[config.mk]
export PLATFORM = sky130hd
export DESIGN_NAME = irq_agg
export DESIGN_NICKNAME = d
export VERILOG_FILES = /design/src/rtl/irq_agg_pkg.sv /design/src/rtl/irq_w1c_reg.sv /design/src/rtl/irq_rw_reg.sv /design/src/rtl/irq_agg.sv
export SDC_FILE = /design/constraint.sdc
export NUM_CORES = 1
export LEC_CHECK = 0
export ABC_CLOCK_PERIOD_IN_PS = 2900
export BUFFER_PORTS_ARGS = -buffer_cell sky130_fd_sc_hd__buf_2
export CORE_ASPECT_RATIO = 2
export CORE_MARGIN = 2
export CORE_UTILIZATION = 40
export DETAILED_ROUTE_END_ITERATION = 6
export PLACE_DENSITY = 0.58
export SYNTH_ARGS = -nofsm -noshare
export SYNTH_HDL_FRONTEND = slang
export SYNTH_SLANG_ARGS = --single-unit
[constraint.sdc]
create_clock -name clk -period 2.9 [get_ports clk]
set_clock_uncertainty 0.15 [all_clocks]
set_input_delay 0.145 -clock clk [delete_from_list [all_inputs] [get_ports clk]]
set_output_delay 0.145 -clock clk [all_outputs]
set_load 0.05 [all_outputs]
[src/rtl/irq_agg_pkg.sv]
package irq_agg_pkg;
    localparam int DATA_W = 32;
    localparam int ADDR_W = 4;

    localparam logic [ADDR_W-1:0] A_CORE_STAT = 4'h0;
    localparam logic [ADDR_W-1:0] A_CORE_MASK = 4'h1;
    localparam logic [ADDR_W-1:0] A_AUX_STAT  = 4'h2;
    localparam logic [ADDR_W-1:0] A_AUX_MASK  = 4'h3;
    localparam logic [ADDR_W-1:0] A_VEC_STAT  = 4'h4;
    localparam logic [ADDR_W-1:0] A_VEC_MASK  = 4'h5;
    localparam logic [ADDR_W-1:0] A_PAYLOAD   = 4'h6;
    localparam logic [ADDR_W-1:0] A_MADDR_LO  = 4'h7;
    localparam logic [ADDR_W-1:0] A_MADDR_HI  = 4'h8;
    localparam logic [ADDR_W-1:0] A_HOST_STAT = 4'h9;
    localparam logic [ADDR_W-1:0] A_HOST_MASK = 4'hA;

    localparam logic [DATA_W-1:0] CORE_VALID = 32'h07FF_FFFF;
    localparam logic [DATA_W-1:0] AUX_VALID  = 32'h0000_0030;
    localparam logic [DATA_W-1:0] HOST_VALID = 32'h00FF_F0FB;

    localparam int LEGACY_N      = 4;
    localparam int INTX_SET_LSB  = 16;
    localparam int INTX_CLR_LSB  = 20;
    localparam int PEND_BIT      = 24;
    localparam int PWR_BIT       = 4;
    localparam int FLUSH_BIT     = 5;
    localparam int HOST_SUM_BIT  = 16;
    localparam int CORE_EVT_W    = 27;
    localparam int HOST_EVT_W    = 24;
endpackage

[src/rtl/irq_w1c_reg.sv]
module irq_w1c_reg #(
    parameter int          W     = 32,
    parameter logic [W-1:0] VALID = '1
) (
    input  logic         clk,
    input  logic         rst_n,
    input  logic [W-1:0] clr,
    input  logic [W-1:0] set,
    output logic [W-1:0] q
);
    always_ff @(posedge clk or negedge rst_n) begin
        if (!rst_n) q <= '0;
        else        q <= ((q & ~clr) | set) & VALID;
    end
endmodule

[src/rtl/irq_rw_reg.sv]
module irq_rw_reg #(
    parameter int           W     = 32,
    parameter logic [W-1:0] VALID = '1,
    parameter logic [W-1:0] RST   = '0
) (
    input  logic         clk,
    input  logic         rst_n,
    input  logic         we,
    input  logic [W-1:0] d,
    output logic [W-1:0] q
);
    always_ff @(posedge clk or negedge rst_n) begin
        if (!rst_n)  q <= RST & VALID;
        else if (we) q <= d & VALID;
    end
endmodule

[src/rtl/irq_agg.sv]
module irq_agg
    import irq_agg_pkg::*;
#(
    parameter int MSI_VECTORS = 32,
    parameter int PAYLOAD_W   = 32,
    localparam int VEC_W      = $clog2(MSI_VECTORS)
) (
    input  logic                  clk,
    input  logic                  rst_n,
    input  logic                  wr_en,
    input  logic [ADDR_W-1:0]     wr_addr,
    input  logic [DATA_W-1:0]     wr_data,
    input  logic [ADDR_W-1:0]     rd_addr,
    output logic [DATA_W-1:0]     rd_data,
    input  logic [CORE_EVT_W-1:0] core_evt_i,
    input  logic [LEGACY_N-1:0]   intx_assert_i,
    input  logic [LEGACY_N-1:0]   intx_deassert_i,
    input  logic                  pwr_chg_i,
    input  logic                  flush_i,
    input  logic [HOST_EVT_W-1:0] host_evt_i,
    input  logic                  msi_valid_i,
    input  logic [VEC_W-1:0]      msi_vector_i,
    input  logic [PAYLOAD_W-1:0]  msi_payload_i,
    output logic                  irq_o
);
    // write-1-to-clear vectors, one per status register
    function automatic logic [DATA_W-1:0] clr_of(logic [ADDR_W-1:0] a);
        return (wr_en && wr_addr == a) ? wr_data : '0;
    endfunction

    logic [DATA_W-1:0]      core_q, core_mask_q, aux_q, aux_mask_q;
    logic [DATA_W-1:0]      host_q, host_mask_q, maddr_lo_q, maddr_hi_q;
    logic [MSI_VECTORS-1:0] msi_q, msi_mask_q, msi_set;
    logic [PAYLOAD_W-1:0]   payload_q;
    logic [DATA_W-1:0]      core_set, aux_set, host_set;
    logic [DATA_W-1:0]      clr_core, clr_aux, clr_vec, clr_host;
    logic                   msi_pend, core_sum;

    assign clr_core = clr_of(A_CORE_STAT);
    assign clr_aux  = clr_of(A_AUX_STAT);
    assign clr_vec  = clr_of(A_VEC_STAT);
    assign clr_host = clr_of(A_HOST_STAT);

    // first level: core and auxiliary summary
    assign msi_pend = |(msi_q & ~msi_mask_q);
    assign core_sum = (|(core_q & ~core_mask_q)) | (|(aux_q & ~aux_mask_q));

    assign core_set = DATA_W'(core_evt_i)
                    | (DATA_W'(intx_assert_i)   << INTX_SET_LSB)
                    | (DATA_W'(intx_deassert_i) << INTX_CLR_LSB)
                    | (DATA_W'(msi_pend)        << PEND_BIT);
    assign aux_set  = (DATA_W'(pwr_chg_i) << PWR_BIT) | (DATA_W'(flush_i) << FLUSH_BIT);
    assign host_set = (DATA_W'(host_evt_i) & ~(DATA_W'(1) << HOST_SUM_BIT))
                    | (DATA_W'(core_sum) << HOST_SUM_BIT);

    always_comb begin
        msi_set = '0;
        if (msi_valid_i) msi_set[msi_vector_i] = 1'b1;
    end

    irq_w1c_reg #(.W(DATA_W), .VALID(CORE_VALID)) u_core_stat (
        .clk(clk), .rst_n(rst_n), .clr(clr_core), .set(core_set), .q(core_q));
    irq_w1c_reg #(.W(DATA_W), .VALID(AUX_VALID)) u_aux_stat (
        .clk(clk), .rst_n(rst_n), .clr(clr_aux), .set(aux_set), .q(aux_q));
    irq_w1c_reg #(.W(MSI_VECTORS), .VALID('1)) u_vec_stat (
        .clk(clk), .rst_n(rst_n), .clr(clr_vec[MSI_VECTORS-1:0]), .set(msi_set), .q(msi_q));
    irq_w1c_reg #(.W(DATA_W), .VALID(HOST_VALID)) u_host_stat (
        .clk(clk), .rst_n(rst_n), .clr(clr_host), .set(host_set), .q(host_q));

    irq_rw_reg #(.W(DATA_W), .VALID(CORE_VALID), .RST(CORE_VALID)) u_core_mask (
        .clk(clk), .rst_n(rst_n), .we(wr_en && wr_addr == A_CORE_MASK), .d(wr_data), .q(core_mask_q));
    irq_rw_reg #(.W(DATA_W), .VALID(AUX_VALID), .RST(AUX_VALID)) u_aux_mask (
        .clk(clk), .rst_n(rst_n), .we(wr_en && wr_addr == A_AUX_MASK), .d(wr_data), .q(aux_mask_q));
    irq_rw_reg #(.W(MSI_VECTORS), .VALID('1), .RST('0)) u_vec_mask (
        .clk(clk), .rst_n(rst_n), .we(wr_en && wr_addr == A_VEC_MASK),
        .d(wr_data[MSI_VECTORS-1:0]), .q(msi_mask_q));
    irq_rw_reg #(.W(DATA_W), .VALID(HOST_VALID), .RST(HOST_VALID)) u_host_mask (
        .clk(clk), .rst_n(rst_n), .we(wr_en && wr_addr == A_HOST_MASK), .d(wr_data), .q(host_mask_q));
    irq_rw_reg #(.W(DATA_W), .VALID('1), .RST('0)) u_maddr_lo (
        .clk(clk), .rst_n(rst_n), .we(wr_en && wr_addr == A_MADDR_LO), .d(wr_data), .q(maddr_lo_q));
    irq_rw_reg #(.W(DATA_W), .VALID('1), .RST('0)) u_maddr_hi (
        .clk(clk), .rst_n(rst_n), .we(wr_en && wr_addr == A_MADDR_HI), .d(wr_data), .q(maddr_hi_q));
    irq_rw_reg #(.W(PAYLOAD_W), .VALID('1), .RST('0)) u_payload (
        .clk(clk), .rst_n(rst_n), .we(msi_valid_i), .d(msi_payload_i), .q(payload_q));

    // second level: host status drives the line
    assign irq_o = |(host_q & ~host_mask_q);

    always_comb begin
        unique case (rd_addr)
            A_CORE_STAT: rd_data = core_q;
            A_CORE_MASK: rd_data = core_mask_q;
            A_AUX_STAT:  rd_data = aux_q;
            A_AUX_MASK:  rd_data = aux_mask_q;
            A_VEC_STAT:  rd_data = DATA_W'(msi_q);
            A_VEC_MASK:  rd_data = DATA_W'(msi_mask_q);
            A_PAYLOAD:   rd_data = DATA_W'(payload_q);
            A_MADDR_LO:  rd_data = maddr_lo_q;
            A_MADDR_HI:  rd_data = maddr_hi_q;
            A_HOST_STAT: rd_data = host_q;
            A_HOST_MASK: rd_data = host_mask_q;
            default:     rd_data = '0;
        endcase
    end
endmodule

==> results by group, run 1 <==
Global routing
  • Vias in the first global route: 10382
  • Largest net degree at the start of global routing: 79
  • GRT Residual Overflow: 0
  • Initial antenna violation count: 0
  • GRT Resource Usage Total: 0.2656
  • First-pass GRT wire length: 63330 µm

Setup path
  • CP max stage delay: 0.53 ns
  • Crit path kind: reg2out
  • Slowest stage cell, crit path: dfstp_2
  • Crit path arrival time: 2.43 ns
  • Worst-path cell chain: nand2b_1 -> o2111ai_1 -> nor3_1 -> nand3_1 -> buf_2
  • Critical Path End Type: output port
  • Worst path required time: 2.61 ns
  • CP startpoint kind: register
  • Critical Path Fanout Max: 3

Pwr
  • VDD IR max: 0.3822 mV
  • Cell-internal power: 7477 µW
  • Pwr Density: 650.4 nW/µm²
  • Power, Total: 10380 µW
  • Flop pwr share: 0.465
  • Comb pwr share: 0.177
  • Leakage power: 0.006786 µW
  • Clock network fraction of total power: 0.359
  • Switch share: 0.2794
  • Net Sw Power: 2899 µW

Logic synthesis
  • Post-Syn Nets: 1114
  • Top FF cell, synth: dfrtp_1
  • #FFs+latches synth: 256
  • Ys async rst share: 1.000
  • Cell variety after synth: 51
  • Syn avg cell area: 12.35 µm²
  • Mapped Cells: 972
  • Seq/Total Area, Yosys: 0.5387
  • Synthesized area: 12000 µm²
  • Ys Warns: 0
  • Number of synthesized flops with an enable pin: 0

Routing
  • Via count: 9818
  • Wire per inst: 25.08 µm
  • DRT iter0 DRCs: 743
  • Drt pass-1 iters: 7
  • # DRC: 0
  • Antenna Nets Post-Route: 0
  • Post-Route WL: 42610 µm
  • Post-DR vias/cell: 5.779

Run
  • Max_cap viols: 0

Timing
  • Slew @ Worst Pin: 0.8236 ns
  • FMAX: 367.5 MHz
  • Final worst-path cycle share: 0.9383
  • Slew margin rel.: 0.4497
  • WHS: -0.01317 ns
  • Fin. Hold Viols: 4
  • Final setup violation count: 0
  • Setup TNS: 0 ns
  • Tmin final: 2.721 ns
  • Max-slew violations: 0
  • RSZ-0062 raised after global routing: no

Clock network
  • Clk pin slew, worst setup/hold paths: 0.06 ns
  • CTS root buf: clkbuf_16
  • CTS tree: yes
  • CTS Sinks: 256
  • Clock buffer depth: 3
  • Total number of H-tree levels: 1
  • Skew-Pair Late Insertion Delay: 0.55 ns
  • CTS Buf Count: 25
  • # Post-CTS Setup Buffers: 0
  • Post_cts resized: 0

Layout
  • Share of cells above drive strength 1: 0.3536
  • Number of diodes: 0
  • Fillers: 2593
  • Commonest non-fill, non-tap cell in the layout: dfrtp_1
  • Area grow syn2layout: 32.92%
  • Commonest cells after routing, fill and taps aside: dfrtp_1, dlygate4sd3_1, mux2_2
  • Final net count: 1458

Floorplan
  • Boundary Pins: 175
  • Initial core utilization: 0.4067
  • Die ar.: 31490 µm²
  • Height of the die: 249.0 µm
  • Core area: 29510 µm²
  • Die W: 126.5 µm
  • Rows: 89

Outcome
  • Status: finished with violations
  • Failing checks: negative hold slack

Placed design
  • Gpl congestion: 0.8917
  • Number of port buffers: 168
  • DP HPWL: 29080 µm

Hold path
  • Worst Hold Class: in2async
cell type report:
| cell class | instances | area (µm²) | area share |
|---|---|---|---|
| sequential | 256 | 6466 | 0.4053 |
| multi-input combinational | 615 | 5035 | 0.3156 |
| timing repair buffer | 371 | 2885 | 0.1808 |
| clock buffer | 36 | 757.0 | 0.04745 |
| tap | 364 | 455.4 | 0.02855 |
| clock inverter | 10 | 178.9 | 0.01121 |
| inverter | 47 | 176.4 | 0.01106 |
routing by layer:
metal  global-route usage  wire length (µm)
met1               0.2948             15330
met2               0.5047             23640
met3              0.02491              1895
met4               0.1130              1749
met5                    0                 0
through the flow:
stage                     cells  area, µm²    util  setup slack, ns
final                      1699      15950  0.5406           0.1788
after global routing       1699      15950  0.5406           0.2366
after floorplan             972      12000       -           0.9849
after detailed placement   1479      13280  0.4499           0.6172
after CTS                  1699      15950  0.5406           0.1553
after global placement     1479      13280  0.4499           0.6053
final timing paths:
kind	startpoint	end	slack [ns]	depth (start not counted)
min in group clk	wr_addr[2]	u_host_stat.q[16]$_DFF_PN0_	0.04	5
hold reg to reg	u_maddr_lo.q[22]$_DFFE_PN0P_	u_maddr_lo.q[22]$_DFFE_PN0P_	0.34	1
hold / removal	rst_n	u_maddr_lo.q[4]$_DFFE_PN0P_	-0.01	2
setup / recovery	u_host_mask.q[14]$_DFFE_PN1P_	irq_o	0.18	5
max in group asynchronous	rst_n	u_host_mask.q[18]$_DFFE_PN1P_	1.73	3
setup reg to reg	u_vec_stat.q[9]$_DFF_PN0_	u_core_stat.q[24]$_DFF_PN0_	0.66	5
power groups by stage:
stage,combinational [µW],sequential [µW],clock [µW]
after global placement,1650,4840,0
final,1830,4820,3720
after floorplan,1160,4650,0
after CTS,1830,4810,3780
after detailed placement,1680,4870,0
after global routing,1950,4880,3910
repair_timing:
| action | 4_1_cts | 5_1_grt |
|---|---|---|
| hold buffers | 174 | 0 |
| endpoints found under the setup margin | 0 | 0 |
| endpoints found under the hold margin | 478 | 0 |
worst max-delay path: cells and delay by family, from the launching register on:
family          cells  cell delay (ns)
compound gates      1             0.31
simple gates        3             0.75
flops               1             0.53
buf+inv             1             0.27
registers in the layout, indices dropped and copies added (netlist names):
name and cells:
u_aux_mask.q 2, u_aux_stat.q 2, u_core_mask.q 27, u_core_stat.q 27
u_host_mask.q 19, u_host_stat.q 19, u_maddr_hi.q 32, u_maddr_lo.q 32
u_payload.q 32, u_vec_mask.q 32, u_vec_stat.q 32
logic make-up after synthesis:
kind of cell,Yosys count,share of synthesized area
DFF,256,0.5387
AOI/OAI and AO/OA,223,0.1519
and+or+nand+nor,214,0.09955
muxes,178,0.1668
buffers and inverters,101,0.04305
Yosys cell counts (4+ instances only):
master | count | area share
a22oi_1 | 52 | 0.033
dfstp_2 | 48 | 0.11
dfrtp_1 | 208 | 0.43
nor2_1 | 5 | 0.0016
nor3_1 | 4 | 0.0017
and3_1 | 5 | 0.0026
buf_6 | 10 | 0.0094
mux2_2 | 168 | 0.16
a221oi_1 | 14 | 0.010
nor4_1 | 5 | 0.0026
nand2_1 | 90 | 0.028
nand3b_1 | 7 | 0.0044
buf_2 | 29 | 0.012
o2111ai_1 | 12 | 0.0088
o21ai_0 | 4 | 0.0017
nor3b_1 | 4 | 0.0025
a211o_1 | 8 | 0.0058
inv_1 | 47 | 0.015
o22ai_1 | 13 | 0.0068
a22o_1 | 30 | 0.022
a222oi_1 | 27 | 0.023
clkbuf_1 | 6 | 0.0019
o2bb2ai_1 | 16 | 0.012
buf_4 | 7 | 0.0044
nand2b_1 | 38 | 0.020
a21o_1 | 39 | 0.024
nand3_1 | 35 | 0.015
mux2_1 | 8 | 0.0075
Power figures use the tool's default switching activity.
==> run 2, diff against run 1 <==
--- a/config.mk
+++ b/config.mk
@@ -11,6 +11,7 @@
 export CORE_MARGIN = 2
 export CORE_UTILIZATION = 40
 export DETAILED_ROUTE_END_ITERATION = 6
+export MAX_ROUTING_LAYER = met4
 export PLACE_DENSITY = 0.58
 export SYNTH_ARGS = -nofsm -noshare
 export SYNTH_HDL_FRONTEND = slang
==> constraint.sdc (replaced) <==
create_clock -name clk -period 2.9 [get_ports clk]
set_clock_uncertainty 0.15 [all_clocks]
set_input_delay 0.58 -clock clk [delete_from_list [all_inputs] [get_ports clk]]
set_output_delay 0.58 -clock clk [all_outputs]
set_load 0.05 [all_outputs]
==> run 2 against run 1 <==
The flow finishes with violations (design-rule violations, negative setup slack). First-iteration DRC count rose by 9.7%. Fmax shrank 6.2%. Design area decreased by 6.4%. Power is 3.2% lower. Critical path depth did not move. Hold slack better by 0.077 ns. Sequential share of layout area increased by 2.8 points. Die area did not move. Setup slack got worse by 0.18 ns. Sequential power hardly changed. Non-clock buffer count down 125. Critical endpoint unchanged. Largest cell class unchanged. Largest power group unchanged. Highest routed layer unchanged.
==> results by group, run 2 (synthesized netlist as in run 1, its figures left out) <==
Layout
  • Fin area: 14940 µm² (was 15950 µm²)
  • Commonest non-fill, non-tap cell in the layout: dfrtp_1 (unchanged)
  • Footprint of the multi-input gates: 5107 µm² (was 5035 µm²)
  • Number of diodes: 0 (unchanged)
  • Area grow syn2layout: 24.44% (was 32.92%)
  • Final net count: 1333 (was 1458)
  • Reg area: 6466 µm² (unchanged)
  • Fillers: 2657 (was 2593)
  • Commonest cells after routing, fill and taps aside: dfrtp_1, mux2_2, buf_2 (was dfrtp_1, dlygate4sd3_1, mux2_2)
  • Final Util: 0.5062 (was 0.5406)
  • Share of cells above drive strength 1: 0.4334 (was 0.3536)

Routing
  • Met3 wire length: 1728 µm (was 1895 µm)
  • Via count: 9307 (was 9818)
  • Met2 Wirelength: 22400 µm (was 23640 µm)
  • Met1 Wirelength: 14510 µm (was 15330 µm)
  • Post-DR vias/cell: 5.917 (was 5.779)
  • Drt pass-1 iters: 7 (unchanged)
  • Post-Route WL: 40900 µm (was 42610 µm)
  • Top Layer Used: met4 (unchanged)
  • DRT iter0 DRCs: 815 (was 743)
  • Wire per inst: 26.00 µm (was 25.08 µm)
  • # DRC: 2 (was 0)
  • Antenna Nets Post-Route: 0 (unchanged)

Floorplan
  • Initial core utilization: 0.4067 (unchanged)
  • Height of the die: 249.0 µm (unchanged)
  • Rows: 89 (unchanged)
  • Die ar.: 31490 µm² (unchanged)
  • Die W: 126.5 µm (unchanged)
  • Core area: 29510 µm² (unchanged)
  • Boundary Pins: 175 (unchanged)

Timing
  • Worst Slack Setup Final: -0.0004705 ns (was 0.1788 ns)
  • WHS: 0.06357 ns (was -0.01317 ns)
  • Max-slew violations: 0 (unchanged)
  • RSZ-0062 raised after global routing: yes (was no)
  • Slew margin rel.: 0.5140 (was 0.4497)
  • Fin. Hold Viols: 0 (was 4)
  • FMAX: 344.8 MHz (was 367.5 MHz)
  • Setup TNS: -0.0004705 ns (was 0 ns)
  • Final worst-path cycle share: 1.000 (was 0.9383)
  • Tmin final: 2.900 ns (was 2.721 ns)
  • Slew @ Worst Pin: 0.7274 ns (was 0.8236 ns)
  • Final setup violation count: 1 (was 0)

Hold path
  • Worst Hold Class: in2reg (was in2async)

Clock network
  • CTS Sinks: 256 (unchanged)
  • CTS tree: yes (unchanged)
  • Clk pin slew, worst setup/hold paths: 0.07 ns (was 0.06 ns)
  • Skew-Pair Late Insertion Delay: 0.54 ns (was 0.55 ns)
  • CTS root buf: clkbuf_16 (unchanged)
  • Total number of H-tree levels: 1 (unchanged)
  • Clock buffer depth: 3 (unchanged)
  • CTS Buf Count: 25 (unchanged)

Global routing
  • Initial antenna violation count: 0 (unchanged)
  • First-pass GRT wire length: 61290 µm (was 63330 µm)
  • GRT Residual Overflow: 0 (unchanged)
  • Largest net degree at the start of global routing: 69 (was 79)
  • GRT Resource Usage Total: 0.2650 (was 0.2656)
  • Vias in the first global route: 9871 (was 10382)

Run
  • Max_cap viols: 0 (unchanged)

Setup path
  • Critical Path End Type: output port (unchanged)
  • Critical Path Fanout Max: 3 (unchanged)
  • CP startpoint kind: register (unchanged)
  • Crit path kind: reg2out (unchanged)
  • Worst path required time: 2.17 ns (was 2.61 ns)
  • Crit path arrival time: 2.17 ns (was 2.43 ns)

Outcome
  • Failing checks: design-rule violations, negative setup slack (was negative hold slack)
  • Status: finished with violations (unchanged)

Placed design
  • Gpl congestion: 0.9116 (was 0.8917)
  • DP HPWL: 30300 µm (was 29080 µm)
  • Dpl ws: -0.08603 ns (was 0.6172 ns)
  • Number of port buffers: 168 (unchanged)
  • Placed Area: 13890 µm² (was 13280 µm²)

Pwr
  • Leakage power: 0.006481 µW (was 0.006786 µW)
  • VDD IR max: 0.4698 mV (was 0.3822 mV)
  • Pwr Density: 672.4 nW/µm² (was 650.4 nW/µm²)
==> run 2: changes by cell type in the layout (fill, tap and decap cells not counted), moves of 3 or more <==
cell,before,now
o2111ai_1,12,9
clkbuf_4,0,4
buf_4,23,66
buf_12,6,29
clkbuf_8,9,2
clkbuf_1,2,9
buf_6,0,6
dlygate4sd3_1,174,1
buf_2,167,137
==> run 2: path summary, 6_finish.rpt <==
| path | from | end | slack (ns) | cells past startpoint |
|---|---|---|---|---|
| max in group asynchronous | rst_n | u_host_mask.q[15]$_DFFE_PN1P_ | 1.32 | 3 |
| max | u_host_mask.q[18]$_DFFE_PN1P_ | irq_o | -0.0005 | 5 |
| max reg2reg | u_aux_mask.q[5]$_DFFE_PN1P_ | u_host_stat.q[16]$_DFF_PN0_ | 0.78 | 4 |
| min | core_evt_i[25] | u_core_stat.q[25]$_DFF_PN0_ | 0.06 | 2 |
| min in group asynchronous | rst_n | u_maddr_lo.q[4]$_DFFE_PN0P_ | 0.43 | 2 |
| min reg2reg | u_core_stat.q[4]$_DFF_PN0_ | u_core_stat.q[4]$_DFF_PN0_ | 0.33 | 1 |
==> run 2: layout make-up <==
type,instances,area share
clock buffers,36,0.04599
clock inverters,9,0.008712
inverters,47,0.01181
multi-input cells,615,0.3419
flip-flops and latches,256,0.4329
well taps,364,0.03049
repair buffers,246,0.1282
==> run 2: routing by layer <==
layer  vias to the layer above  track usage
li1                       4085            -
met3                        95      0.02599
met4                         0       0.1287
met5                         -            -
met1                      4803       0.2848
met2                       324       0.4798
==> run 2: worst max-delay path, stage by stage (launching register included) <==
cell and delay (ns):
dfstp_2 0.54, nand2b_1 0.23, o2111ai_2 0.19, nor3_2 0.26
nand3_1 0.18, buf_4 0.23
==> run 2: timing repair <==
action / CTS / global route
hold buffers: 1 / 0
resized for setup: 25 / 20
endpoints found under the setup margin: 18 / 17
endpoints found under the hold margin: 48 / 0
pin swaps: 5 / 13
setup buffers: 3 / 6
==> run 2: power by group <==
group / switching, µW / internal, µW / leakage [µW]
logic: 938 / 923 / 0.00321
registers: 504 / 4320 / 0.00287
clock network: 1440 / 1920 / 0.000396
total: 2890 / 7160 / 0.00648
==> run 2: through the flow <==
stage / power (µW) / instances
final: 10040 / 1573
after global routing: 10420 / 1573
after CTS: 10090 / 1568
after detailed placement: 6690 / 1519
after global placement: 6627 / 1519
after floorplan: 5810 / 972
==> run 3, diff against run 2 <==
--- a/config.mk
+++ b/config.mk
@@ -9,10 +9,10 @@
 export BUFFER_PORTS_ARGS = -buffer_cell sky130_fd_sc_hd__buf_2
 export CORE_ASPECT_RATIO = 2
 export CORE_MARGIN = 2
-export CORE_UTILIZATION = 40
+export CORE_UTILIZATION = 62
 export DETAILED_ROUTE_END_ITERATION = 6
 export MAX_ROUTING_LAYER = met4
-export PLACE_DENSITY = 0.58
+export PLACE_DENSITY = 0.85
 export SYNTH_ARGS = -nofsm -noshare
 export SYNTH_HDL_FRONTEND = slang
 export SYNTH_SLANG_ARGS = --single-unit
==> run 3 against run 2 <==
The run ends with negative setup slack left. Critical path type is now in2out. Cell count fell by 8.0%. Hold slack better by 0.018 ns. Flip-flop and latch count is the same. Non-clock buffer count is 19 lower. Critical path depth up 2. Utilization rose by 24 points. Highest routed layer unchanged. Clock-buffer cell count grew 4. Die area down 35%. Critical endpoint is now rd_data[12]. Sequential share of layout area rose by 2.0 points. Design area down 4.4%.
==> results by group, run 3 (synthesized netlist as in run 1, its figures left out) <==
Setup path
  • Crit path kind: in2out (was reg2out)
  • Worst R2R End: u_host_stat.q[16]$_DFF_PN0_ (unchanged)
  • Reg2reg setup slack: 0.91 ns (was 0.78 ns)
  • Critical Path Fanout Max: 6 (was 3)
  • Worst Reg2Reg Path Length in Cells: 4 (unchanged)
  • CP startpoint kind: input pin (was register)
  • Worst r2r src: u_aux_mask.q[5]$_DFFE_PN1P_ (unchanged)
  • Crit path arrival time: 2.21 ns (was 2.17 ns)
  • Worst path required time: 2.17 ns (about the same)
  • Critical Path End Type: output port (unchanged)
  • Worst setup path start: rd_addr[0] (was u_host_mask.q[18]$_DFFE_PN1P_)

Clock network
  • CTS Sinks: 256 (unchanged)
  • CTS root buf: clkbuf_16 (unchanged)
  • Clock buffer depth: 3 (unchanged)
  • Skew-Pair Late Insertion Delay: 0.53 ns (was 0.54 ns)
  • Clk pin slew, worst setup/hold paths: 0.06 ns (was 0.07 ns)
  • CTS tree: yes (unchanged)
  • CTS Buf Count: 23 (was 25)
  • Total number of H-tree levels: 1 (unchanged)

Layout
  • Footprint of the multi-input gates: 5054 µm² (was 5107 µm²)
  • Reg area: 6466 µm² (unchanged)
  • Share of cells above drive strength 1: 0.4136 (was 0.4334)
  • Fin area: 14280 µm² (was 14940 µm²)
  • Commonest non-fill, non-tap cell in the layout: dfrtp_1 (unchanged)
  • Final net count: 1312 (was 1333)
  • Fillers: 1306 (was 2657)
  • Commonest cells after routing, fill and taps aside: dfrtp_1, mux2_2, buf_2 (unchanged)
  • Post-Layout Cell Count: 1447 (was 1573)
  • Area grow syn2layout: 19.00% (was 24.44%)

Floorplan
  • Rows: 72 (was 89)
  • Height of the die: 200.8 µm (was 249.0 µm)
  • Die ar.: 20560 µm² (was 31490 µm²)
  • Core area: 19190 µm² (was 29510 µm²)
  • Die W: 102.4 µm (was 126.5 µm)
  • Initial core utilization: 0.6255 (was 0.4067)
  • Boundary Pins: 175 (unchanged)

Routing
  • Via count: 9632 (was 9307)
  • # DRC: 0 (was 2)
  • Post-DR vias/cell: 6.657 (was 5.917)
  • Wire per inst: 25.95 µm (was 26.00 µm)
  • DRT iter0 DRCs: 723 (was 815)
  • Post-Route WL: 37550 µm (was 40900 µm)
  • Antenna Nets Post-Route: 0 (unchanged)
  • Drt pass-1 iters: 7 (unchanged)

Pwr
  • Clock network fraction of total power: 0.307 (was 0.335)
  • Pwr Density: 665.2 nW/µm² (was 672.4 nW/µm²)
  • Switch share: 0.2880 (was 0.2874)
  • Flop pwr share: 0.508 (was 0.480)
  • Cell-internal power: 6765 µW (was 7157 µW)
  • Net Sw Power: 2736 µW (was 2887 µW)
  • Comb pwr share: 0.184 (was 0.185)
  • Leakage power: 0.006262 µW (was 0.006481 µW)
  • VDD IR max: 0.5972 mV (was 0.4698 mV)

Outcome
  • Status: finished with violations (unchanged)
  • Failing checks: negative setup slack (was design-rule violations, negative setup slack)

Placed design
  • Number of port buffers: 168 (unchanged)
  • Dpl ws: -0.1856 ns (was -0.08603 ns)
  • Placed Area: 13410 µm² (was 13890 µm²)
  • Cells after DPL: 1397 (was 1519)
  • DP HPWL: 26710 µm (was 30300 µm)
  • Gpl congestion: 1.023 (was 0.9116)

Timing
  • Final setup violation count: 1 (unchanged)
  • Slew @ Worst Pin: 0.7092 ns (was 0.7274 ns)
  • Final worst-path cycle share: 1.015 (was 1.000)
  • Slew margin rel.: 0.5150 (was 0.5140)
  • Tmin final: 2.943 ns (was 2.900 ns)
  • FMAX: 339.7 MHz (was 344.8 MHz)
  • Worst Slack Setup Final: -0.04341 ns (was -0.0004705 ns)
  • Fin. Hold Viols: 0 (unchanged)
  • Max-slew violations: 0 (unchanged)
  • RSZ-0062 raised after global routing: yes (unchanged)
  • WHS: 0.08155 ns (was 0.06357 ns)

Hold path
  • WHS Path Cells: 2 (unchanged)
  • Worst Hold Class: in2reg (unchanged)
  • Hold_sp: host_evt_i[14] (was core_evt_i[25])
  • Min-Delay Endpoint: u_host_stat.q[14]$_DFF_PN0_ (was u_core_stat.q[25]$_DFF_PN0_)

Global routing
  • First-pass GRT wire length: 56900 µm (was 61290 µm)
  • GRT Residual Overflow: 0 (unchanged)
  • Largest net degree at the start of global routing: 64 (was 69)
  • Vias in the first global route: 10127 (was 9871)
  • Initial antenna violation count: 1 (was 0)
  • GRT Resource Usage Total: 0.3834 (was 0.2650)

Run
  • Max_cap viols: 0 (unchanged)
==> run 3: cell types whose count changed in the layout (fill, tap and decap cells not counted), sizes merged <==
cell | before | now
clkinvlp | 1 | 0
buf | 241 | 216
bufinv | 3 | 0
clkbuf | 40 | 50
diode | 0 | 1
clkinv | 4 | 1
==> run 3: repair_timing <==
action / CTS / global route
hold endpoints to repair: 46 / 0
gates resized for setup: 11 / 27
hold buffers: 1 / 0
setup endpoints to repair: 3 / 23
pin swaps: 4 / 7
setup buffers: 7 / 0
==> run 3: layer usage <==
| metal | part of all wire | vias up | global-route usage |
|---|---|---|---|
| met5 | 0 | - | - |
| met4 | 0.087 | 0 | 0.2681 |
| met3 | 0.079 | 218 | 0.06442 |
| met2 | 0.51 | 573 | 0.6217 |
| met1 | 0.32 | 4801 | 0.4179 |
| li1 | - | 4040 | - |
==> run 3: worst max-delay path by stage <==
| stage | end | slack [ns] | cells past startpoint |
|---|---|---|---|
| after floorplan | rd_data[4] | 0.25 | 4 |
| after global placement | rd_data[12] | -0.20 | 6 |
| after detailed placement | rd_data[12] | -0.19 | 6 |
| after CTS | rd_data[12] | 0.0005 | 8 |
| after global routing | rd_data[20] | -0.007 | 8 |
| final | rd_data[12] | -0.04 | 7 |
==> run 3: power by group through the flow <==
| stage | Clock, µW | Combinational, µW | Sequential, µW |
|---|---|---|---|
| finish | 2920 | 1750 | 4830 |
| global route | 3080 | 1860 | 4880 |
| CTS | 2930 | 1730 | 4800 |
| detailed placement | 0 | 1700 | 4850 |
| global placement | 0 | 1650 | 4820 |
| floorplan | 0 | 1160 | 4650 |
==> run 3: layout make-up <==
type / instances / share of cell area
clock inverter: 2 / 0.0009636
multi-input combinational: 615 / 0.3538
antenna: 1 / 0.0001752
tap: 259 / 0.02269
clock buffer: 40 / 0.04827
sequential: 256 / 0.4527
timing repair buffer: 227 / 0.1091
inverter: 47 / 0.01235
==> run 3: through the flow <==
step                  util  setup TNS [ns]  power [µW]
floorplan                -               0        5810
global placement    0.6987         -0.2019        6463
detailed placement  0.6987         -0.2466        6555
CTS                 0.7408               0        9465
global route        0.7444       -0.006955        9821
finish              0.7444        -0.04341        9501
==> run 3: critical path, cell delays in order <==
cell	delay (ns)
buf_2	0.14
buf_6	0.14
and4bb_4	0.23
a222oi_1	0.53
and3_1	0.32
nand2_1	0.10
buf_6	0.16
